### config.mk
export PLATFORM = sky130hd
export DESIGN_NAME = byte_interval_timer
export DESIGN_NICKNAME = d
export VERILOG_FILES = /design/src/rtl/tmr_pkg.sv /design/src/rtl/tmr_sync.sv /design/src/rtl/tmr_dec.sv /design/src/rtl/tmr_channel.sv /design/src/rtl/byte_interval_timer.sv
export SDC_FILE = /design/constraint.sdc
export NUM_CORES = 1
export LEC_CHECK = 0
export BUFFER_PORTS_ARGS = -buffer_cell sky130_fd_sc_hd__buf_4
export CAP_MARGIN = 20
export CORE_MARGIN = 2
export CORE_UTILIZATION = 58
export CTS_BUF_LIST = sky130_fd_sc_hd__clkbuf_4 sky130_fd_sc_hd__clkbuf_8
export DETAILED_ROUTE_END_ITERATION = 7
export PLACE_DENSITY_LB_ADDON = 0.12
export REMOVE_ABC_BUFFERS = 1
export SYNTH_ARGS = -nofsm -noshare
export SYNTH_HDL_FRONTEND = slang
export SYNTH_HIERARCHICAL = 1
export SYNTH_SLANG_ARGS = --single-unit
export TNS_END_PERCENT = 20
### constraint.sdc
create_clock -name clk -period 3.59 [get_ports clk]
set_input_delay 0.718 -clock clk [delete_from_list [all_inputs] [get_ports clk]]
set_output_delay 0.718 -clock clk [all_outputs]
set_load 0.005 [all_outputs]
### src/rtl/tmr_pkg.sv
package tmr_pkg;
  localparam int BYTE_W = 8;
  localparam int DIGITS = 4;
  localparam int CNT_W  = 4 * DIGITS;

  typedef enum logic [1:0] {
    FMT_NONE = 2'd0,
    FMT_LO   = 2'd1,
    FMT_HI   = 2'd2,
    FMT_WORD = 2'd3
  } fmt_e;

  typedef struct packed {
    fmt_e fmt;
    logic square;
    logic bcd;
  } chan_cfg_t;

  localparam chan_cfg_t CFG_RESET = '{fmt: FMT_WORD, square: 1'b0, bcd: 1'b0};
endpackage

### src/rtl/tmr_sync.sv
// Brings a slow count clock into the clk domain; one-cycle pulse per rising edge.
module tmr_sync #(
  parameter int STAGES = 2
) (
  input  logic clk,
  input  logic rst,
  input  logic async_in,
  output logic rise
);
  logic [STAGES-1:0] sync_q;
  logic              last_q;

  always_ff @(posedge clk) begin
    if (rst) begin
      sync_q <= '0;
      last_q <= 1'b0;
    end else begin
      sync_q <= {sync_q[STAGES-2:0], async_in};
      last_q <= sync_q[STAGES-1];
    end
  end

  assign rise = sync_q[STAGES-1] & ~last_q;
endmodule

### src/rtl/tmr_dec.sv
// Decrement by one, binary or BCD (each digit borrows 0 -> 9).
module tmr_dec
  import tmr_pkg::*;
(
  input  logic [CNT_W-1:0] val,
  input  logic             bcd,
  output logic [CNT_W-1:0] res
);
  always_comb begin
    logic borrow;
    res    = val;
    borrow = 1'b1;
    if (!bcd) begin
      res = val - CNT_W'(1);
    end else begin
      for (int d = 0; d < DIGITS; d++) begin
        if (borrow) begin
          if (val[4*d +: 4] == 4'd0) begin
            res[4*d +: 4] = 4'd9;
          end else begin
            res[4*d +: 4] = val[4*d +: 4] - 4'd1;
            borrow        = 1'b0;
          end
        end
      end
    end
  end
endmodule

### src/rtl/tmr_channel.sv
// One counter channel: byte pointer, count holding register, down-counter, output.
module tmr_channel
  import tmr_pkg::*;
(
  input  logic              clk,
  input  logic              rst,
  input  logic              cfg_we,
  input  chan_cfg_t         cfg_in,
  input  logic              data_we,
  input  logic [BYTE_W-1:0] data_in,
  input  logic              tick,
  input  logic              gate,
  output logic              out
);
  chan_cfg_t         cfg_q;
  logic              ptr_q;
  logic [BYTE_W-1:0] lo_q;
  logic [CNT_W-1:0]  init_q;
  logic              pend_q;
  logic              arm_q;
  logic [CNT_W-1:0]  cnt_q;
  logic              hold_q;
  logic              out_q;

  logic [CNT_W-1:0]  minus1, minus2, reload_val, rate_nxt, new_init;
  logic              load_set, run;

  tmr_dec u_dec_a (.val(cnt_q),  .bcd(cfg_q.bcd), .res(minus1));
  tmr_dec u_dec_b (.val(minus1), .bcd(cfg_q.bcd), .res(minus2));

  // square wave counts by two from the even part of the count
  assign reload_val = cfg_q.square ? {init_q[CNT_W-1:1], 1'b0} : init_q;
  assign rate_nxt   = (cnt_q == CNT_W'(1)) ? init_q : minus1;
  assign run        = arm_q & tick & gate & ~pend_q;

  always_comb begin
    load_set = 1'b0;
    new_init = init_q;
    case (cfg_q.fmt)
      FMT_LO: begin
        load_set = data_we;
        new_init = {{BYTE_W{1'b0}}, data_in};
      end
      FMT_HI: begin
        load_set = data_we;
        new_init = {data_in, {BYTE_W{1'b0}}};
      end
      FMT_WORD: begin
        load_set = data_we & ptr_q;
        new_init = {data_in, lo_q};
      end
      default: ;
    endcase
  end

  always_ff @(posedge clk) begin
    if (rst) begin
      cfg_q  <= CFG_RESET;
      ptr_q  <= 1'b0;
      lo_q   <= '0;
      init_q <= '0;
      pend_q <= 1'b0;
      arm_q  <= 1'b0;
      cnt_q  <= '0;
      hold_q <= 1'b0;
      out_q  <= 1'b1;
    end else if (cfg_we) begin
      cfg_q  <= cfg_in;
      ptr_q  <= 1'b0;
      pend_q <= 1'b0;
      arm_q  <= 1'b0;
      hold_q <= 1'b0;
      out_q  <= 1'b1;
    end else begin
      if (data_we && cfg_q.fmt == FMT_WORD) begin
        ptr_q <= ~ptr_q;
        if (!ptr_q) lo_q <= data_in;
      end
      if (load_set) init_q <= new_init;
      pend_q <= load_set;

      if (pend_q) begin
        cnt_q  <= reload_val;
        arm_q  <= 1'b1;
        hold_q <= 1'b0;
        out_q  <= cfg_q.square | (init_q != CNT_W'(1));
      end else if (run) begin
        if (cfg_q.square) begin
          if (cnt_q == CNT_W'(2)) begin
            if (out_q && init_q[0] && !hold_q) begin
              hold_q <= 1'b1;          // odd count: high phase one step longer
            end else begin
              cnt_q  <= reload_val;
              out_q  <= ~out_q;
              hold_q <= 1'b0;
            end
          end else begin
            cnt_q <= minus2;
          end
        end else begin
          cnt_q <= rate_nxt;
          out_q <= (rate_nxt != CNT_W'(1));
        end
      end
    end
  end

  assign out = out_q;
endmodule

### src/rtl/byte_interval_timer.sv
// Three-channel timer behind a byte port: addresses 0..N_CH-1 data, 3 control.
module byte_interval_timer
  import tmr_pkg::*;
#(
  parameter int N_CH        = 3,   // at most 3: the select field is 2 bits, value 3 unused
  parameter int SYNC_STAGES = 2
) (
  input  logic            clk,
  input  logic            rst,
  input  logic            wr_en,
  input  logic [1:0]      addr,
  input  logic [7:0]      wdata,
  input  logic [N_CH-1:0] cnt_clk,
  input  logic [N_CH-1:0] gate,
  output logic [N_CH-1:0] tmr_out
);
  localparam logic [1:0] CTRL_ADDR = 2'd3;

  logic [N_CH-1:0] chan_tick;
  logic            ctrl_ok;
  chan_cfg_t       cfg_word;
  logic            unused_mode_hi;

  // accepted control byte: nonzero format and mode[1] set (modes x10 / x11)
  assign ctrl_ok  = wr_en && (addr == CTRL_ADDR) && (wdata[5:4] != 2'b00) && wdata[2];
  assign cfg_word = '{fmt: fmt_e'(wdata[5:4]), square: wdata[1], bcd: wdata[0]};
  assign unused_mode_hi = wdata[3];

  for (genvar i = 0; i < N_CH; i++) begin : g_ch
    logic ctrl_we, data_we;
    assign ctrl_we = ctrl_ok && (wdata[7:6] == 2'(i));
    assign data_we = wr_en && (addr == 2'(i));

    tmr_sync #(.STAGES(SYNC_STAGES)) u_sync (
      .clk(clk), .rst(rst), .async_in(cnt_clk[i]), .rise(chan_tick[i])
    );

    tmr_channel u_chan (
      .clk(clk), .rst(rst),
      .cfg_we(ctrl_we), .cfg_in(cfg_word),
      .data_we(data_we), .data_in(wdata),
      .tick(chan_tick[i]), .gate(gate[i]),
      .out(tmr_out[i])
    );
  end
endmodule

Yosys cells after proc, flatten, opt, wreduce, memory -nomap -nowiden
Index checks and enable logic that the tools add are counted.
{"block": "classes", "add_sub_neg": 30, "n_mul": 0, "div": 0, "n_lt_le_gt_ge": 0, "n_eq_ne": 35, "n_shift": 0, "mux": 141, "bitwise_logic": 33, "reduce_logical": 78}
{"op": "two-way mux 16 bit", "n": 24}
{"op": "two-way mux 4 bit", "n": 42}
{"op": "one-hot mux 16 bit (3 select lines)", "n": 3}
{"op": "logical NOT 4 bit", "n": 24}
{"op": "inequality test 16 x 1 -> 1 bit, second input constant", "n": 6}
{"op": "subtractor 16 x 1 -> 16 bit, second input constant", "n": 6}
{"op": "subtractor 4 x 1 -> 4 bit, second input constant", "n": 24}
{"op": "two-way mux 1 bit", "n": 69}
{"op": "== test 16 x 1 -> 1 bit, second input constant", "n": 3}
{"op": "== test 16 x 2 -> 1 bit, second input constant", "n": 3}
{"op": "AND reduction 3 bit", "n": 15}
{"op": "== test 2 bit, second input constant", "n": 9}
{"op": "logical AND 1 bit", "n": 18}
{"op": "inequality test 3 bit, second input constant", "n": 6}
{"op": "bitwise AND 1 bit", "n": 15}
{"op": "NOT 1 bit", "n": 15}
{"op": "inequality test 4 bit, second input constant", "n": 3}
{"op": "OR reduction 2 bit", "n": 6}
{"op": "== test 2 x 1 -> 1 bit, second input constant", "n": 5}
{"op": "nonzero test 3 bit", "n": 3}
{"op": "OR reduction 3 bit", "n": 3}
{"op": "nonzero test 2 bit", "n": 4}
{"op": "one-hot mux 1 bit (2 select lines)", "n": 3}
{"op": "logical NOT 2 bit", "n": 2}
{"op": "other kinds (2)", "n": 6}
{"block": "totals", "register_bits": 156, "latch_bits": 0, "ram_bits": 0, "romBits": 0, "input_bits": 19, "elab_cells": 356, "n_memories": 0}

Logic depth before layout (Yosys ltp)
Gate-level depths: netlist (run 1).
{"block": "depth", "word_depth": 22, "ltp_mapped": 15, "mapped_depth_nobuf": 14}

By module
Netlist (run 1), hierarchy kept.
{"module": "tmr_channel", "instances": 3, "cells_each": 267, "area_per_inst_um2": 2498.6}
{"module": "tmr_dec (g_ch[0].u_chan.u_dec_a ...)", "instances": 4, "cells_each": 62, "area_per_inst_um2": 432.9}
{"module": "tmr_dec (g_ch[2].u_chan.u_dec_a)", "instances": 1, "cells_each": 67, "area_per_inst_um2": 450.4}
{"module": "tmr_dec (g_ch[2].u_chan.u_dec_b)", "instances": 1, "cells_each": 70, "area_per_inst_um2": 439.2}
{"module": "tmr_sync", "instances": 3, "cells_each": 7, "area_per_inst_um2": 87.6}
{"module": "byte_interval_timer", "instances": 1, "cells_each": 9, "area_per_inst_um2": 83.8}

Worst setup path after synthesis (run 1)
Ideal clock, no wire load.
{"block": "synth_path", "kind": "reg2reg", "start": "reg g_ch[0].u_chan.cnt_q[0]", "end": "reg g_ch[0].u_chan.cnt_q[13]", "setup_time_ns": 0.139, "t_arrival_ns": 3.011, "slack_ns": 0.441, "path_stages_with_launch": 14, "path_cell_list": "dfxtp_1 > inv_1 > ha_1 > and4bb_1 > buf_4 > nor2_1 > nor4b_2 > xor2_1 > nor3_4 > nand2_2 > or4_1 > mux2_2 > o221ai_1 > a221oi_2"}
{"block": "synth_via", "elab_chain_len": 17}
{"item": "start: declaration", "line": "tmr_channel.sv:21", "text": "logic [CNT_W-1:0] cnt_q;"}
{"item": "start signal: assignment", "line": "tmr_channel.sv:83", "text": "cnt_q <= reload_val;"}
{"item": "start signal: assignment", "line": "tmr_channel.sv:93", "text": "cnt_q <= reload_val;"}
{"item": "start signal: assignment", "line": "tmr_channel.sv:98", "text": "cnt_q <= minus2;"}
{"item": "branches (longest 6 deep; another with subtractor 16 x 1 -> 16 bit)"}
{"item": "two-way mux 16 bit (*)", "line": "tmr_dec.sv:13", "text": "if (!bcd) begin"}
{"item": "via g_ch[0].u_chan.minus1[8]", "line": "tmr_channel.sv:25", "text": "logic [CNT_W-1:0] minus1, minus2, reload_val, rate_nxt, new_init;"}
{"item": "branches (longest 5 deep; another with subtractor 16 x 1 -> 16 bit)"}
{"item": "two-way mux 16 bit (*)", "line": "tmr_dec.sv:13"}
{"item": "via g_ch[0].u_chan.minus2[13]", "line": "tmr_channel.sv:25"}
{"item": "two-way mux 16 bit (*)", "line": "tmr_channel.sv:89", "text": "if (cnt_q == CNT_W'(2)) begin"}
{"item": "two-way mux 16 bit (*)", "line": "tmr_channel.sv:88", "text": "if (cfg_q.square) begin"}
{"item": "two-way mux 16 bit (*)", "line": "tmr_channel.sv:87", "text": "end else if (run) begin"}
{"item": "two-way mux 16 bit (*)", "line": "tmr_channel.sv:82", "text": "if (pend_q) begin"}
Mark *: on every way through the listed nets, which the timed path passes. The select of a mux whose other input is x is not followed.
A chain may end at the register's enable or synchronous reset.

Worst setup path after layout (run 1)
{"block": "layout_path", "start": "reg g_ch[2].u_chan.cnt_q[1]", "end": "reg g_ch[2].u_chan.cnt_q[14]"}
{"block": "layout_via", "elab_chain_len": 17}
{"item": "start: declaration", "line": "tmr_channel.sv:21"}
{"item": "start signal: assignment", "line": "tmr_channel.sv:83"}
{"item": "start signal: assignment", "line": "tmr_channel.sv:93"}
{"item": "start signal: assignment", "line": "tmr_channel.sv:98"}
{"item": "branches (longest 4 deep; another with subtractor 16 x 1 -> 16 bit)"}
{"item": "two-way mux 16 bit (*)", "line": "tmr_dec.sv:13"}
{"item": "via g_ch[2].u_chan.minus1[6]", "line": "tmr_channel.sv:25"}
{"item": "logical NOT 4 bit", "line": "tmr_dec.sv:18", "text": "if (val[4*d +: 4] == 4'd0) begin"}
{"item": "two-way mux 1 bit", "line": "tmr_dec.sv:18"}
{"item": "two-way mux 1 bit", "line": "tmr_dec.sv:17", "text": "if (borrow) begin"}
{"item": "two-way mux 1 bit", "line": "tmr_dec.sv:13"}
{"item": "two-way mux 1 bit", "line": "tmr_dec.sv:17"}
{"item": "two-way mux 1 bit", "line": "tmr_dec.sv:13"}
{"item": "two-way mux 4 bit", "line": "tmr_dec.sv:17"}
{"item": "two-way mux 16 bit (*)", "line": "tmr_dec.sv:13"}
{"item": "via g_ch[2].u_chan.minus2[14]", "line": "tmr_channel.sv:25"}
{"item": "two-way mux 16 bit (*)", "line": "tmr_channel.sv:89"}
{"item": "two-way mux 16 bit (*)", "line": "tmr_channel.sv:88"}
{"item": "two-way mux 16 bit (*)", "line": "tmr_channel.sv:87"}
{"item": "two-way mux 16 bit (*)", "line": "tmr_channel.sv:82"}
Marked as above.

==> results of run 1 <==
synth_stat cells (7+ instances only):
| library cell | n |
|---|---|
| xnor2_1 | 17 |
| o41ai_1 | 10 |
| nor3_2 | 9 |
| dfxtp_1 | 156 |
| nand2b_1 | 8 |
| nor4_1 | 23 |
| nor3b_1 | 28 |
| nor2b_1 | 21 |
| or4_1 | 17 |
| a221oi_1 | 9 |
| nor3_1 | 25 |
| clkbuf_1 | 21 |
| xor2_1 | 28 |
| inv_1 | 63 |
| a21oi_1 | 57 |
| o221ai_1 | 36 |
| nor4b_2 | 16 |
| buf_4 | 11 |
| a22o_1 | 24 |
| o211ai_1 | 13 |
| o31ai_1 | 28 |
| a221oi_2 | 33 |
| and2_1 | 10 |
| nand3_1 | 23 |
| buf_1 | 9 |
| mux2i_1 | 34 |
| o21ai_0 | 62 |
| buf_2 | 13 |
| nand4_2 | 8 |
| nor2_1 | 124 |
| or2_2 | 7 |
| a22oi_1 | 8 |
| a211oi_1 | 27 |
| o21ai_1 | 9 |
| nor4_4 | 11 |
| nand4_1 | 11 |
| ha_1 | 21 |
| nand2_1 | 86 |
routing by layer:
metal | up-vias | track usage
met5 | - | 0
met4 | 0 | 0.0859
met3 | 54 | 0.0558
met2 | 404 | 0.490
met1 | 4738 | 0.453
li1 | 4751 | -
layout make-up:
| cell class | instances | area, µm² | area share |
|---|---|---|---|
| Multi-Input combinational cell | 934 | 6820 | 0.588 |
| Sequential cell | 156 | 3120 | 0.269 |
| Timing Repair Buffer | 91 | 683 | 0.0589 |
| Tap cell | 229 | 287 | 0.0247 |
| Inverter | 69 | 259 | 0.0223 |
| Clock buffer | 17 | 234 | 0.0202 |
| Clock inverter | 15 | 194 | 0.0167 |
how the worst max path moves through the flow:
stage                                             to  cells past startpoint  slack, ps                                  from
2_1_floorplan  g_ch[0].u_chan/cnt_q[13]$_SDFFE_PP0P_                     12        470  g_ch[0].u_chan/cnt_q[0]$_SDFFE_PP0P_
3_3_place_gp   g_ch[2].u_chan/cnt_q[14]$_SDFFE_PP0P_                     13        250  g_ch[2].u_chan/cnt_q[1]$_SDFFE_PP0P_
3_5_place_dp   g_ch[1].u_chan/cnt_q[14]$_SDFFE_PP0P_                     13        170  g_ch[1].u_chan/cnt_q[1]$_SDFFE_PP0P_
4_1_cts        g_ch[2].u_chan/cnt_q[14]$_SDFFE_PP0P_                     13        110  g_ch[2].u_chan/cnt_q[1]$_SDFFE_PP0P_
5_1_grt        g_ch[1].u_chan/cnt_q[14]$_SDFFE_PP0P_                     11        -30  g_ch[1].u_chan/cfg_q[0]$_SDFFE_PP0P_
6_report       g_ch[2].u_chan/cnt_q[14]$_SDFFE_PP0P_                     13        230  g_ch[2].u_chan/cnt_q[1]$_SDFFE_PP0P_
worst max-delay path, stage by stage (launching register included):
cell and delay (ps):
dfxtp_1 400, inv_1 110, ha_1 180, nor2b_1 320
nor2_1 160, o21ai_0 180, o31ai_1 150, nor4_4 390
nand4_2 170, or4_1 480, o21ai_1 260, nand3_1 130
a31o_1 240, a31oi_1 110
sequential cells by signal, summed over array words and instances, names as in the netlist:
name and count:
g_ch.u_chan/cnt_q 48, g_ch.u_chan/init_q 48, g_ch.u_chan/lo_q 24, g_ch.u_chan/cfg_q 12
g_ch.u_sync/sync_q 6, g_ch.u_chan/arm_q 3, g_ch.u_chan/hold_q 3, g_ch.u_chan/out 3
g_ch.u_chan/pend_q 3, g_ch.u_chan/ptr_q 3, g_ch.u_sync/last_q 3
metrics by stage:
stage / power [mW] / util / hold slack (ps) / cell area (µm²) / cells
floorplan: 2.12 / - / 414 / 10200 / 1159
global placement: 2.30 / 0.624 / 416 / 11100 / 1479
detailed placement: 2.30 / 0.624 / 426 / 11100 / 1479
CTS: 3.65 / 0.648 / 449 / 11600 / 1511
global route: 3.78 / 0.650 / 441 / 11600 / 1511
finish: 3.64 / 0.650 / 450 / 11600 / 1511
cells by family (layout without fill, tap and decap cells):
family,after synthesis,count (layout),synth area share
adder cells (fa/ha/maj),21,21,0.0251
buffers and inverters,126,192,0.0529
AND/OR/NAND/NOR,465,465,0.276
flip-flops,156,156,0.298
AO/OA/AOI/OAI,365,365,0.273
multiplexers,38,38,0.0368
XOR/XNOR,45,45,0.0377
power by group through the flow:
| stage | logic, mW | registers [mW] | clock network [mW] |
|---|---|---|---|
| final | 0.490 | 1.79 | 1.36 |
| after global placement | 0.472 | 1.83 | 0 |
| after CTS | 0.478 | 1.79 | 1.38 |
| after detailed placement | 0.475 | 1.83 | 0 |
| after floorplan | 0.294 | 1.82 | 0 |
| after global routing | 0.534 | 1.79 | 1.46 |
==> summary.md, run 1 <==
| Metric | Value |
|---|---|
| Clock Latency Late Sink | `450 ps` |
| Flop2flop setup slack | `230 ps` |
| Leak | `about 4 nW` |
| DRC | `0` |
| Final worst slack | `227 ps` |
| Drt wl/cell | `20.0 µm` |
| CTS buffer count | `17` |
| VDD IR max | `roughly 0.28 mV` |
| Initial core utilization | `0.587` |
| NetSw | `1.15 mW` |
| Total number of vias | `9947` |
| Fmax | `297 MHz` |
| Die ar. | `19100 µm²` |
| Metal3 WL | `2.18 mm` |
| Yosys top cell by area | `dfxtp_1` |
| Number of port buffers | `21` |
| Main synth FF type | `dfxtp_1` |
| Synth top area cells | `dfxtp_1, a221oi_2, nor2_1` |
| Final HPWL DP | `between 20 and 25 mm` |
| Most common cell after layout, fill and taps aside | `dfxtp_1` |
| Register-to-Register Path Depth | `13` |
| Worst-margin pin slew | `about 830 ps` |
| Post-cts repair resize count | `0` |
| FILL cells | `1575` |
| Area growth, synth to finish | `10.9%` |
| Clock sink count | `156` |
| Diode count | `0` |
| Aggregate global-route resource usage | `0.315` |
| Worst hold path type | `flip-flop to flip-flop` |
| Rel. slew slack | `0.441` |
| Mapped Area | `10500 µm²` |
| Worst Skew | `17.5 ps` |
| Global route overflow | `0` |
| DRT antenna net count | `0` |
| Asr flop ratio synth | `0` |
| Hold EP | `g_ch[0].u_sync/sync_q[1]$_SDFF_PP0_` |
| Post-Syn Area per Cell | `8.61 µm²` |
| Drt initial violations | `1011` |
| Vias in the first global route | `around 9300` |
| Sw Share | `0.316` |
| Min cycle time layout | `about 3400 ps` |
| #FFs+latches synth | `156` |
| Mapped Cells | `approximately 1200` |
| P_int | `approximately 2.5 mW` |
| Max Root-Sink Buffers | `2` |
| Die height | `between 100 and 150 µm` |
| Initial antenna violation count | `0` |
| Post-Route M1 WL | `between 10 and 15 mm` |
| Post-synth EDFFs | `0` |
| Worst R2R Start | `g_ch[2].u_chan/cnt_q[1]$_SDFFE_PP0P_` |
| Hold Buf Count CTS | `0` |
| Sequential fraction of design power | `0.492` |
| Largest net degree at the start of global routing | `44` |
| GP Congestion | `0.962` |
| Post-CTS Repair Setup Buffers | `0` |
| Root Buffer | `clkbuf_8` |
| Worst setup SP type | `flip-flop` |
| Vias/cell | `6.58` |
| Fin. Hold Viols | `0` |
| H-tree levels | `4` |
| Clk pwr share | `0.374` |
| Core area | `17800 µm²` |
| Drt first pass iters | `5` |
| Worst slack, placed | `174 ps` |
| WP data required | `3980 ps` |
| Period utilization | `0.937` |
| Post-synthesis sequential area ratio | `0.298` |
| Share of layout cells above drive strength 1 | `0.195` |
| Die width | `138 µm` |
| Hold path startpoint | `g_ch[0].u_sync/sync_q[0]$_SDFF_PP0_` |
| Highest-count cells in the layout ignoring fill and taps | `dfxtp_1, nor2_1, buf_4` |
| Drt total wl | `a little over 30 mm` |
| Status | `complete, no violations` |
| First-pass GRT wire length | `around 50 mm` |
| Critical path type | `flip-flop to flip-flop` |
| CP Data Arrival Time | `3750 ps` |
| Reg-to-Reg End | `g_ch[2].u_chan/cnt_q[14]$_SDFFE_PP0P_` |
| Clock Pin Slew Worst Setup and Hold Paths | `110 ps` |
| Nets | `1309` |
| Cell Pwr Density | `314 nW/µm²` |
| Largest fanout on the critical path | `9` |
| Top routing layer in use | `met4` |
| CP Capture Type | `flip-flop` |
| Fin. max-slew vios | `0` |
| CTS tree | `yes` |
| MaxCap Viol Count | `0` |
| Total negative slack | `0 ps` |
| Row count | `49` |
| Comb pwr share | `0.135` |
| Synth Warn # | `6` |
| DR WL met2 | `13.6 mm` |
| Top cell type's share of synthesized area | `0.298` |
| RSZ-0062 raised after global routing | `yes` |
| Setup-failing EPs final | `0` |
| Worst hold path cell count | `1` |
| Synth unique cells | `70` |
| Ports | `22` |
No activity file was read; power rests on OpenSTA's default activity.
==> inputs of run 2 (changes only) <==
SYNTH_HIERARCHICAL = default   (was 1)
clock period = 4.1 ns   (was 3.59 ns; I/O delays follow)
==> run 2 against run 1 <==
- first-iteration DRC count rose by 33%
- sequential share of layout area shrank 1.6 points
- flip-flop and latch count unchanged
- critical path depth decreased by 3
- cell area rose by 6.4%
- power shrank 9.6%
- area after synthesis up 10%
- via count increased by 22%
- clock power down 9.6%
- count of clock-buffer cells in the layout is the same
- routed wire length increased by 19%
==> summary.md, run 2 <==
| Metric | Value |
|---|---|
| Regs by FF count | `g_ch.u_chan.cnt_q: 48 flops, g_ch.u_chan.init_q: 48 flops, g_ch.u_chan.lo_q: 24 flops` |
| Status | `complete, no violations` |
| Number of port buffers | `21 (unchanged)` |
| CP Data Arrival Time | `4220 ps (+470 ps)` |
| Post-Syn Area per Cell | `7.43 µm² (-14%)` |
| GR Util met3 | `0.0544 (-0.00136)` |
| MaxCap Viol Count | `0 (unchanged)` |
| Clock sink count | `156 (unchanged)` |
| #FFs+latches synth | `156 (unchanged)` |
| Core area | `19500 µm² (+9.4%)` |
| WP data required | `4430 ps (+450 ps)` |
| Synth top area cells | `dfxtp_1, nor2_1, a21oi_1` |
| Total negative slack | `0 ps (unchanged)` |
| Top-count cell post-synth | `nor2_1` |
| CP Capture Type | `flip-flop` |
| Total number of vias | `12100 (+22%)` |
| Worst hold path type | `flip-flop to flip-flop` |
| Clock Latency Late Sink | `470 ps (+20 ps)` |
| Asr flop ratio synth | `0 (unchanged)` |
| Largest fanout on the critical path | `11 (+2)` |
| Vias/cell | `6.76 (+2.7%)` |
| Ports | `22 (unchanged)` |
| Area growth, synth to finish | `6.88%` |
| Most common cell after layout, fill and taps aside | `nor2_1` |
| Initial antenna violation count | `0 (unchanged)` |
| Post-synth EDFFs | `0 (unchanged)` |
| Largest net degree at the start of global routing | `76 (+73%)` |
| CTS buffer count | `17 (unchanged)` |
| Hold Buf Count CTS | `0 (unchanged)` |
| Post-cts repair resize count | `0 (unchanged)` |
| Row count | `51 (+4.1%)` |
| DRT antenna net count | `0 (unchanged)` |
| Die height | `145 µm (+4.9%)` |
| Cell Pwr Density | `266 nW/µm² (-15%)` |
| Main synth FF type | `dfxtp_1` |
| Synth top cells by count | `nor2_1, dfxtp_1, clkbuf_1` |
| Nets | `1556 (+19%)` |
| Max Root-Sink Buffers | `2 (unchanged)` |
| RSZ-0062 raised after global routing | `yes` |
| Aggregate global-route resource usage | `0.333 (+0.0176)` |
| Global route overflow | `0 (unchanged)` |
| Die width | `145 µm (+4.9%)` |
| GP Congestion | `0.945 (-1.8%)` |
| First-pass GRT wire length | `58.0 mm (+16%)` |
| Diode count | `0 (unchanged)` |
| Min cycle time layout | `3890 ps (+523 ps)` |
| Clock Pin Slew Worst Setup and Hold Paths | `100 ps (about the same)` |
| Drt first pass iters | `6 (+1)` |
| Fin. Hold Viols | `0 (unchanged)` |
| Vias in the first global route | `11000 (+18%)` |
| Mapped Cells | `1555 (+28%)` |
| DRC | `0 (unchanged)` |
| GR peak layer | `met2` |
| CTS tree | `yes` |
| GR Util met2 | `0.534 (+0.0445)` |
| Worst-margin pin slew | `970 ps (+139 ps)` |
| Drt total wl | `35.9 mm (+19%)` |
| Top cell type's share of synthesized area | `0.270 (-0.0281)` |
| Highest-count cells in the layout ignoring fill and taps | `nor2_1, dfxtp_1, a21oi_1, nand2_1, nor3_1` |
| Worst Skew | `18.6 ps (+1.16 ps)` |
| Hold slack | `454 ps (+3.98 ps)` |
| Setup-failing EPs final | `0 (unchanged)` |
| H-tree levels | `4 (unchanged)` |
| Worst setup SP type | `flip-flop` |
| Mapped Area | `11500 µm² (+10%)` |
| Final HPWL DP | `25.8 mm (+17%)` |
| Post-synthesis sequential area ratio | `0.270 (-0.0281)` |
| Synth Warn # | `0 (-6)` |
| Period utilization | `0.948 (+0.0110)` |
| Die ar. | `21100 µm² (+10%)` |
| Fin. max-slew vios | `0 (unchanged)` |
| Initial core utilization | `0.592 (+0.00500)` |
| Drt initial violations | `1340 (+33%)` |
| M1 GR Usage | `0.449 (-0.00430)` |
| Share of layout cells above drive strength 1 | `0.0878 (-0.107)` |
| Drt wl/cell | `20.1 µm (+0.13%)` |
| Synth unique cells | `80 (+14%)` |
| Rel. slew slack | `0.352 (-0.0889)` |
| Yosys top cell by area | `dfxtp_1` |
| Leak | `4.30 nW (+7.5%)` |
| VDD IR max | `0.232 mV (-18%)` |
| Critical path type | `flip-flop to flip-flop` |
| Root Buffer | `clkbuf_8` |
| Fmax | `257 MHz (-13%)` |
| Post-CTS Repair Setup Buffers | `0 (unchanged)` |
==> run 2: logic make-up after synthesis <==
logic type / Yosys count / share of synthesized area
xor+xnor: 53 / 0.0402
fa+ha+maj: 24 / 0.0260
mux: 56 / 0.0507
compound gates: 445 / 0.263
flops: 156 / 0.270
buf+inv: 161 / 0.0543
simple gates: 660 / 0.295
==> run 2: stage by stage <==
stage                     instance area, µm²  worst slack (ps)  instances   util  power [mW]
final                                  12300               215       1791  0.632        3.29
after global routing                   12300             -9.34       1791  0.632        3.42
after CTS                              12300               287       1790  0.631        3.30
after detailed placement               11900               316       1758  0.609        2.08
after global placement                 11900               473       1758  0.609        2.07
after floorplan                        11100               700       1429      -        1.91
==> run 2: metal layers <==
layer | vias up | wire, µm
li1 | 5736 | -
met1 | 5686 | 15500
met2 | 587 | 16500
met3 | 99 | 2810
met4 | 0 | 1090
met5 | - | 0
==> run 2: worst paths after layout <==
check	startpoint	to	slack, ps	cells after the start
max	g_ch[0].u_chan.cnt_q[1]$_SDFFE_PP0P_	g_ch[0].u_chan.cnt_q[15]$_SDFFE_PP0P_	210	10
max reg2reg	g_ch[0].u_chan.cnt_q[1]$_SDFFE_PP0P_	g_ch[0].u_chan.cnt_q[15]$_SDFFE_PP0P_	210	10
min reg2reg	g_ch[2].u_sync.sync_q[0]$_SDFF_PP0_	g_ch[2].u_sync.sync_q[1]$_SDFF_PP0_	450	1
min	g_ch[2].u_sync.sync_q[0]$_SDFF_PP0_	g_ch[2].u_sync.sync_q[1]$_SDFF_PP0_	450	1
==> run 2: critical path: stages, from the launching register on <==
cell	delay (ps)
dfxtp_1	400
inv_1	170
ha_1	360
or4b_2	780
nor3_1	310
mux2i_1	370
nand4_1	280
a2111oi_0	590
xor2_1	140
a221oi_1	280
nor3_1	80
==> run 2: report_power, final <==
| group | internal (mW) | leakage [nW] | switching [mW] |
|---|---|---|---|
| logic | 0.191 | 2.83 | 0.298 |
| registers | 1.54 | 1.26 | 0.0289 |
| clock network | 0.524 | 0.211 | 0.706 |
==> run 2: layout make-up <==
type / count / area [µm²]
Sequential cell: 156 / 3120
Fill cell: 1823 / 7180
Timing Repair Buffer: 65 / 498
Clock inverter: 15 / 191
Clock buffer: 17 / 234
Tap cell: 265 / 332
Inverter: 35 / 131
Multi-Input combinational cell: 1238 / 7840
==> inputs of run 3 (changes only) <==
CORE_UTILIZATION = 41   (was 58)
==> run 3 against run 2 <==
- power is 2.7% higher
- die area is 40% higher
- combinational power barely moved
- sequential share of layout area is 0.33 points lower
- via count decreased by 1.2%
- worst setup slack better by 260 ps
- non-clock buffer count grew 2
- utilization down 18 points
- cell count is 6.4% higher
- count of clock-buffer cells in the layout did not move
- cell area up 1.3%
- critical path depth unchanged
- critical path type unchanged
- largest cell class unchanged
==> summary.md, run 3 (synthesized netlist as in run 2, its figures left out) <==
| Metric | Value |
|---|---|
| Fmax | `276 MHz (+7.1%)` |
| Drt initial violations | `1174 (-12%)` |
| Most common cell after layout, fill and taps aside | `nor2_1` |
| Total negative slack | `0 ps (unchanged)` |
| Share of layout cells above drive strength 1 | `0.0877 (-0.000115)` |
| Critical path type | `flip-flop to flip-flop` |
| Period utilization | `0.885 (-0.0631)` |
| Die ar. | `29500 µm² (+40%)` |
| Reg area | `3120 µm² (unchanged)` |
| Drt first pass iters | `5 (-1)` |
| CP max stage delay | `710 ps (-70 ps)` |
| Total number of vias | `12000 (-1.2%)` |
| Regs by FF count | `g_ch.u_chan.cnt_q: 48 flops, g_ch.u_chan.init_q: 48 flops, g_ch.u_chan.lo_q: 24 flops` |
| Nets | `1558 (+0.13%)` |
| Hold Buf Count CTS | `0 (unchanged)` |
| MaxCap Viol Count | `0 (unchanged)` |
| Number of port buffers | `21 (unchanged)` |
| Critical path's slowest cell | `or4b_2` |
| Worst-margin pin slew | `976 ps (+5.31 ps)` |
| H-tree levels | `4 (unchanged)` |
| Vias in the first global route | `10800 (-1.7%)` |
| GP Congestion | `0.925 (-2.2%)` |
| Fin. Hold Viols | `0 (unchanged)` |
| Area growth, synth to finish | `8.31%` |
| Root Buffer | `clkbuf_8` |
| Vias/cell | `6.28 (-7.2%)` |
| Clock Latency Late Sink | `490 ps (+20 ps)` |
| Worst Skew | `22.3 ps (+3.66 ps)` |
| Initial antenna violation count | `0 (unchanged)` |
| Drt wl/cell | `20.2 µm (+0.52%)` |
| DRT antenna net count | `0 (unchanged)` |
| Die height | `172 µm (+18%)` |
| Status | `complete, no violations` |
| Leak | `4.31 nW (+0.37%)` |
| CTS tree | `yes` |
| Post-CTS Repair Setup Buffers | `0 (unchanged)` |
| CTS buffer count | `17 (unchanged)` |
| First-pass GRT wire length | `61.4 mm (+5.8%)` |
| Diode count | `0 (unchanged)` |
| CP Data Arrival Time | `3990 ps (-230 ps)` |
| Final HPWL DP | `27.8 mm (+7.7%)` |
| Post-cts repair resize count | `0 (unchanged)` |
| CP cell instances | `inv_1 > ha_1 > or4b_2 > nor3_1 > mux2i_1 > nand4_1 > nor4_1 > mux2_2 > o221ai_1 > a21oi_1` |
| Core area | `27800 µm² (+42%)` |
| RSZ-0062 raised after global routing | `no` |
| VDD IR max | `0.200 mV (-14%)` |
| Row count | `61 (+20%)` |
| Largest fanout on the critical path | `8 (-3)` |
| Final worst slack | `474 ps (+259 ps)` |
| Global route overflow | `0 (unchanged)` |
| Max Root-Sink Buffers | `2 (unchanged)` |
| Worst setup SP type | `flip-flop` |
| Fin. max-slew vios | `0 (unchanged)` |
| Min cycle time layout | `3630 ps (-259 ps)` |
| Aggregate global-route resource usage | `0.264 (-0.0684)` |
| Largest net degree at the start of global routing | `57 (-25%)` |
| Worst slack, placed | `425 ps (+108 ps)` |
| Highest-count cells in the layout ignoring fill and taps | `nor2_1, dfxtp_1, a21oi_1, nand2_1, nor3_1` |
| WP data required | `4470 ps (+40 ps)` |
| Initial core utilization | `0.416 (-0.176)` |
| Drt total wl | `38.4 mm (+7.0%)` |
| CP Capture Type | `flip-flop` |
| Setup-failing EPs final | `0 (unchanged)` |
| Worst hold path type | `flip-flop to flip-flop` |
| Die width | `172 µm (+18%)` |
| Ports | `22 (unchanged)` |
| Area occupied by multi-input gates | `7820 µm² (-0.16%)` |
| Rel. slew slack | `0.347 (-0.00506)` |
| Cell Pwr Density | `270 nW/µm² (+1.3%)` |
| Clock sink count | `156 (unchanged)` |
| DRC | `0 (unchanged)` |
| Total chip power | `3.37 mW (+2.7%)` |
| Clock Pin Slew Worst Setup and Hold Paths | `120 ps (+20 ps)` |
| FILL cells | `2891 (+59%)` |
run 3: where the power goes:
part | internal (mW) | switching (mW)
Sequential | 1.54 | 0.0278
Clock | 0.540 | 0.775
Combinational | 0.188 | 0.303
run 3: final timing paths:
kind                                              from                               endpoint  slack, ps  cells after the start
setup / recovery  g_ch[0].u_chan.cnt_q[1]$_SDFFE_PP0P_  g_ch[0].u_chan.cnt_q[14]$_SDFFE_PP0P_        470                     10
hold / removal     g_ch[1].u_sync.sync_q[0]$_SDFF_PP0_    g_ch[1].u_sync.sync_q[1]$_SDFF_PP0_        450                      1
setup reg to reg  g_ch[0].u_chan.cnt_q[1]$_SDFFE_PP0P_  g_ch[0].u_chan.cnt_q[14]$_SDFFE_PP0P_        470                     10
hold reg to reg    g_ch[1].u_sync.sync_q[0]$_SDFF_PP0_    g_ch[1].u_sync.sync_q[1]$_SDFF_PP0_        450                      1
run 3: layout make-up:
type	instances	area share
Multi-Input combinational cell	1238	0.625
Sequential cell	156	0.250
Inverter	35	0.0105
Clock buffer	17	0.0187
Clock inverter	15	0.0168
Tap cell	378	0.0378
Timing Repair Buffer	67	0.0412
run 3: metrics by stage:
| stage | instances | hold slack [ps] | cell area (µm²) | util |
|---|---|---|---|---|
| after global routing | 1906 | 457 | 12500 | 0.450 |
| after detailed placement | 1874 | 426 | 12100 | 0.434 |
| after global placement | 1874 | 417 | 12100 | 0.434 |
| after floorplan | 1429 | 414 | 11100 | - |
| final | 1906 | 445 | 12500 | 0.450 |
| after CTS | 1906 | 450 | 12500 | 0.450 |
run 3: critical path, delay by kind of cell, from the launching register on:
kind / cells / cell delay [ps]
DFF: 1 / 390
AOI/OAI and AO/OA: 2 / 220
buffers and inverters: 1 / 160
muxes: 2 / 790
adders and majority gates: 1 / 190
and+or+nand+nor: 4 / 1750
run 3: routing by layer:
layer,routed length [µm],track usage
met1,17900,0.374
met2,17500,0.417
met3,2080,0.0334
met4,983,0.0840
met5,0,0
